<file path="config.mk">
export PLATFORM = sky130hd
export DESIGN_NAME = swbox_top
export DESIGN_NICKNAME = d
export VERILOG_FILES = /design/src/rtl/swbox_pkg.sv /design/src/rtl/swbox_cfg_chain.sv /design/src/rtl/swbox_track_mux.sv /design/src/rtl/swbox_top.sv
export SDC_FILE = /design/constraint.sdc
export NUM_CORES = 1
export LEC_CHECK = 0
export ABC_AREA = 1
export CAP_MARGIN = 20
export CORE_ASPECT_RATIO = 0.7
export CORE_MARGIN = 3
export CORE_UTILIZATION = 58
export DETAILED_ROUTE_END_ITERATION = 6
export GPL_TIMING_DRIVEN = 0
export HOLD_SLACK_MARGIN = 0.08
export PLACE_DENSITY = 0.84
export SYNTH_ARGS = -nofsm -noshare
export SYNTH_HDL_FRONTEND = slang
export SYNTH_SLANG_ARGS = --single-unit
export TNS_END_PERCENT = 10
</file>
<file path="constraint.sdc">
create_clock -name clk -period 4.2 [get_ports clk]
set_clock_uncertainty 0.2 [all_clocks]
set_input_delay 0.84 -clock clk [delete_from_list [all_inputs] [get_ports clk]]
set_output_delay 0.84 -clock clk [all_outputs]
set_load 0.01 [all_outputs]
</file>
<file path="src/rtl/swbox_pkg.sv">
`timescale 1ns/1ps
package swbox_pkg;
  localparam int NUM_SIDES = 4;
  localparam int NUM_SRC   = NUM_SIDES - 1;

  typedef enum logic [1:0] {
    SIDE_L = 2'd0,
    SIDE_R = 2'd1,
    SIDE_T = 2'd2,
    SIDE_B = 2'd3
  } side_e;

  // Source slot k of output side s names the k-th other side in ascending order.
  function automatic int src_side(input int s, input int k);
    return (k < s) ? k : k + 1;
  endfunction
endpackage

</file>
<file path="src/rtl/swbox_cfg_chain.sv">
`timescale 1ns/1ps
module swbox_cfg_chain #(
  parameter int CFG_BITS = 36
) (
  input  logic                clk,
  input  logic                rst_n,
  input  logic                shift_en,
  input  logic                ser_in,
  output logic [CFG_BITS-1:0] cfg_q,
  output logic                full
);
  localparam int CW = $clog2(CFG_BITS + 1);

  logic [CW-1:0] shift_cnt;

  // New bits enter at the top end and move toward index 0.
  always_ff @(posedge clk or negedge rst_n) begin
    if (!rst_n) begin
      cfg_q <= '0;
    end else if (shift_en) begin
      cfg_q <= {ser_in, cfg_q[CFG_BITS-1:1]};
    end
  end

  // Saturating count of bits taken since reset.
  always_ff @(posedge clk or negedge rst_n) begin
    if (!rst_n) begin
      shift_cnt <= '0;
    end else if (shift_en && (shift_cnt != CW'(CFG_BITS))) begin
      shift_cnt <= shift_cnt + 1'b1;
    end
  end

  assign full = (shift_cnt == CW'(CFG_BITS));
endmodule

</file>
<file path="src/rtl/swbox_track_mux.sv">
`timescale 1ns/1ps
module swbox_track_mux #(
  parameter int NSRC = 3
) (
  input  logic [NSRC-1:0] en,
  input  logic [NSRC-1:0] src,
  input  logic            gate,
  output logic            out
);
  logic pick;

  // Walk from the highest slot down so the lowest enabled slot wins.
  always_comb begin
    pick = 1'b0;
    for (int k = NSRC - 1; k >= 0; k--) begin
      if (en[k]) pick = src[k];
    end
  end

  assign out = pick & gate;
endmodule

</file>
<file path="src/rtl/swbox_top.sv">
`timescale 1ns/1ps
module swbox_top #(
  parameter int TRACKS = 3
) (
  input  logic                                   clk,
  input  logic                                   rst_n,
  input  logic                                   cfg_en,
  input  logic                                   cfg_din,
  input  logic [swbox_pkg::NUM_SIDES*TRACKS-1:0] trk_in,
  output logic [swbox_pkg::NUM_SIDES*TRACKS-1:0] trk_out
);
  import swbox_pkg::*;

  localparam int NOUT     = NUM_SIDES * TRACKS;
  localparam int CFG_BITS = NOUT * NUM_SRC;

  logic [CFG_BITS-1:0] cfg_bits;
  logic                chain_full;
  logic                route_on;

  swbox_cfg_chain #(.CFG_BITS(CFG_BITS)) u_chain (
    .clk      (clk),
    .rst_n    (rst_n),
    .shift_en (cfg_en),
    .ser_in   (cfg_din),
    .cfg_q    (cfg_bits),
    .full     (chain_full)
  );

  assign route_on = chain_full & ~cfg_en;

  for (genvar s = 0; s < NUM_SIDES; s++) begin : g_side
    for (genvar t = 0; t < TRACKS; t++) begin : g_trk
      localparam int OIDX = s * TRACKS + t;
      logic [NUM_SRC-1:0] srcs;
      for (genvar k = 0; k < NUM_SRC; k++) begin : g_src
        localparam int SS = src_side(s, k);
        assign srcs[k] = trk_in[SS*TRACKS + t];
      end
      swbox_track_mux #(.NSRC(NUM_SRC)) u_mux (
        .en   (cfg_bits[OIDX*NUM_SRC +: NUM_SRC]),
        .src  (srcs),
        .gate (route_on),
        .out  (trk_out[OIDX])
      );
    end
  end
endmodule

</file>
==> results_dict.tcl <==
set metrics [dict create \
    status "finished clean" \
    cp_slowest_stage_delay_ps 520 \
    use_met2_pct 37.2 \
    leakage_nw 1.22 \
    ys_warn_count 0 \
    pre_cts_slack_ps 749 \
    synth_top_area_share_pct 50.1 \
    cpMostUsedCell "inv_1" \
    synthTopCellsByArea "dfrtp_1 50%, nand2_1 8.9%, o21ai_0 8.8%" \
    synth_area_per_cell_sq_um 8.16 \
    ys_seq_elements 42 \
    rows 17 \
    drv_slew 0 \
    critPathCaptureType "primary output" \
    async_reset_ff_share_pct 100 \
    grt-ovfl-total 0 \
    final_common_cell "nand2_1" \
    cts_tree "yes" \
    synth_flop_cell "dfrtp_1" \
    hold_viol 0 \
    r2r-end "u_chain.shift_cnt[2]" \
    setup_viol 0 \
    cts_root_buffer "clkbuf_8" \
    worstMarginPinSlew_ps 553 \
    r2r_cells 8 \
    hpwl_mm 3.59 \
    viasPerCell 5.46 \
    irDropWorstVdd_v 0.000309 \
    fillers 230 \
    crit_chain "inv_1 -> ha_1 -> nand2_1 -> inv_1 -> nand3_2 -> or2_4 -> buf_6 -> nor2_2 -> buf_4 -> clkdlybuf4s50_1" \
    rsz0062_at_grt "no" \
    drive_gt1_share_pct 14.0 \
    synth_edf_count 0 \
    syn_to_final_growth_pct 23.1 \
    cts_buffers 5 \
    r2r-start "u_chain.shift_cnt[0]" \
    cp.required_ps 3160 \
    cp_num_buf_inv 5 \
    vias 1850 \
    yosysUniqueCellTypes 21 \
    reg2reg_slack_ps 2540 \
    final_nets 309 \
    met3_usage_pct 7.21 \
    synthCells 257 \
    antenna_cells 0 \
    cts-hold-fix-buffers 0 \
    port_buffers 26 \
    die_height_microns 56.3 \
    timing.fmax_mhz 279 \
    start_util_pct 63.6 \
    crit_family "buffers and inverters" \
    post_cts_resized 0 \
    fin_crit_sh_pct 85.4 \
    min_period_ps 3590 \
    critPathMaxFanout 10 \
    grt_pass1_vias 1751 \
    slew_headroom_pct 63.1 \
    synth_top_area_cell "dfrtp_1" \
    numClockSinks 42 \
    worst_slack_ps 612 \
    clk_pin_slew_ps 80 \
    htree_levels 2 \
    dr.pass1.iters 7 \
    hp-class "input port to async pin" \
    ios 28 \
    slowest_stage "clkdlybuf4s50_1" \
    antenna_found_initial 0 \
    tns_ps 0 \
    clock_path_buffers 2 \
    cp_data_arrival_time_ps 2550 \
    routedWlPerCell_microns 14.7 \
    max_cap_viol_count 0 \
    grtUsageTotal_pct 25.7 \
    yosysSeqAreaShare_pct 50.1 \
    final_cell_mix "50 x nand2_1, 42 x dfrtp_1, 37 x o21ai_0" \
    dr.first_iter.drc_count 282 \
    worstSetupStartpointType "flop" \
    crit_type "flop to primary output" \
    pwr_density_cell_nw_per_um2 449 \
    grt_pass1_wl_mm 8.67 \
    routed_wl_mm 4.99 \
    die_area_sq_um 4380 \
    coreArea_sq_um 3300 \
    syn_area_sq_um 2100 \
    grt_start_max_net_pins 23 \
    gp_congestion 0.827 \
    ant_nets 0 \
    postSynthNetCount 275 \
    post_cts_buffers 0 \
    met1_usage_pct 38.1 \
    grt_busiest_layer "met1" \
    drc 0 \
    die_w_microns 77.9 \
    clkLatencyLatePin_ps 300 \
]
[power breakdown]
part	internal, mW	switching (mW)	total [mW]
sequential	0.475	0.0683	0.544
clock	0.254	0.144	0.397
combinational	0.0863	0.130	0.217
[worst reg2reg max path: cells and delay by family (launching register included)]
family / cells / cell delay [ps]
compound gates: 1 / 70
fa+ha+maj: 1 / 230
buf+inv: 2 / 130
flops: 1 / 440
simple gates: 4 / 460
[synth_stat cells, types with 2 or more instances]
library cell	number
dfrtp_1	42
a21oi_1	23
nand2_1	50
nor2_1	14
inv_1	30
clkbuf_1	6
ha_1	2
nand3_1	17
o21ai_0	37
nor2_2	10
buf_2	3
buf_4	12
nand4_1	3
[per-stage QoR]
stage,hold WS [ps],area [sq um],std cells,total power [mW],util [%]
floorplan,263,2100,257,0.678,-
global route,341,2580,339,1.23,78.3
global placement,290,2420,330,0.741,73.3
finish,319,2580,339,1.16,78.3
CTS,318,2580,339,1.15,78.3
detailed placement,297,2440,331,0.761,74.0
[layout make-up]
cell class | count | area [sq um] | area share (%)
multi-input cells | 162 | 791 | 30.6
clock inverters | 2 | 60.1 | 2.33
plain buffers | 22 | 139 | 5.38
flip-flops and latches | 42 | 1050 | 40.7
inverters | 31 | 116 | 4.51
well taps | 47 | 58.8 | 2.28
repair buffers | 27 | 283 | 11.0
clock buffers | 6 | 82.6 | 3.20
[layer usage]
metal | vias up | part of all wire, %
met3 | 14 | 7.8
met2 | 92 | 44
met1 | 866 | 47
met5 | - | 0
li1 | 878 | -
met4 | 0 | 1.5
[flip-flops by register name (all words and copies together) (netlist names)]
register and count:
u_chain.cfg_q 36, u_chain.shift_cnt 6
[logic make-up (layout without fill, tap and decap cells)]
logic type      Yosys count  in the layout  share of synthesized area (%)
compound gates           60             60                           14.3
flops                    42             42                           50.1
fa+ha+maj                 2              2                           1.19
simple gates             97             97                           20.8
xor+xnor                  2              2                          0.835
buf+inv                  53             88                           12.2
mux                       1              1                          0.537
[worst max-delay path by stage]
stage	start	end	slack, ps	depth (start not counted)
6_report	u_chain.shift_cnt[0]	trk_out[1]	610	10
5_1_grt	u_chain.shift_cnt[0]	trk_out[5]	490	10
4_1_cts	u_chain.shift_cnt[0]	trk_out[1]	620	10
3_5_place_dp	trk_in[6]	trk_out[9]	750	7
3_3_place_gp	trk_in[6]	trk_out[9]	750	7
2_1_floorplan	cfg_en	trk_out[0]	1600	5
Power figures use the tool's default switching activity.
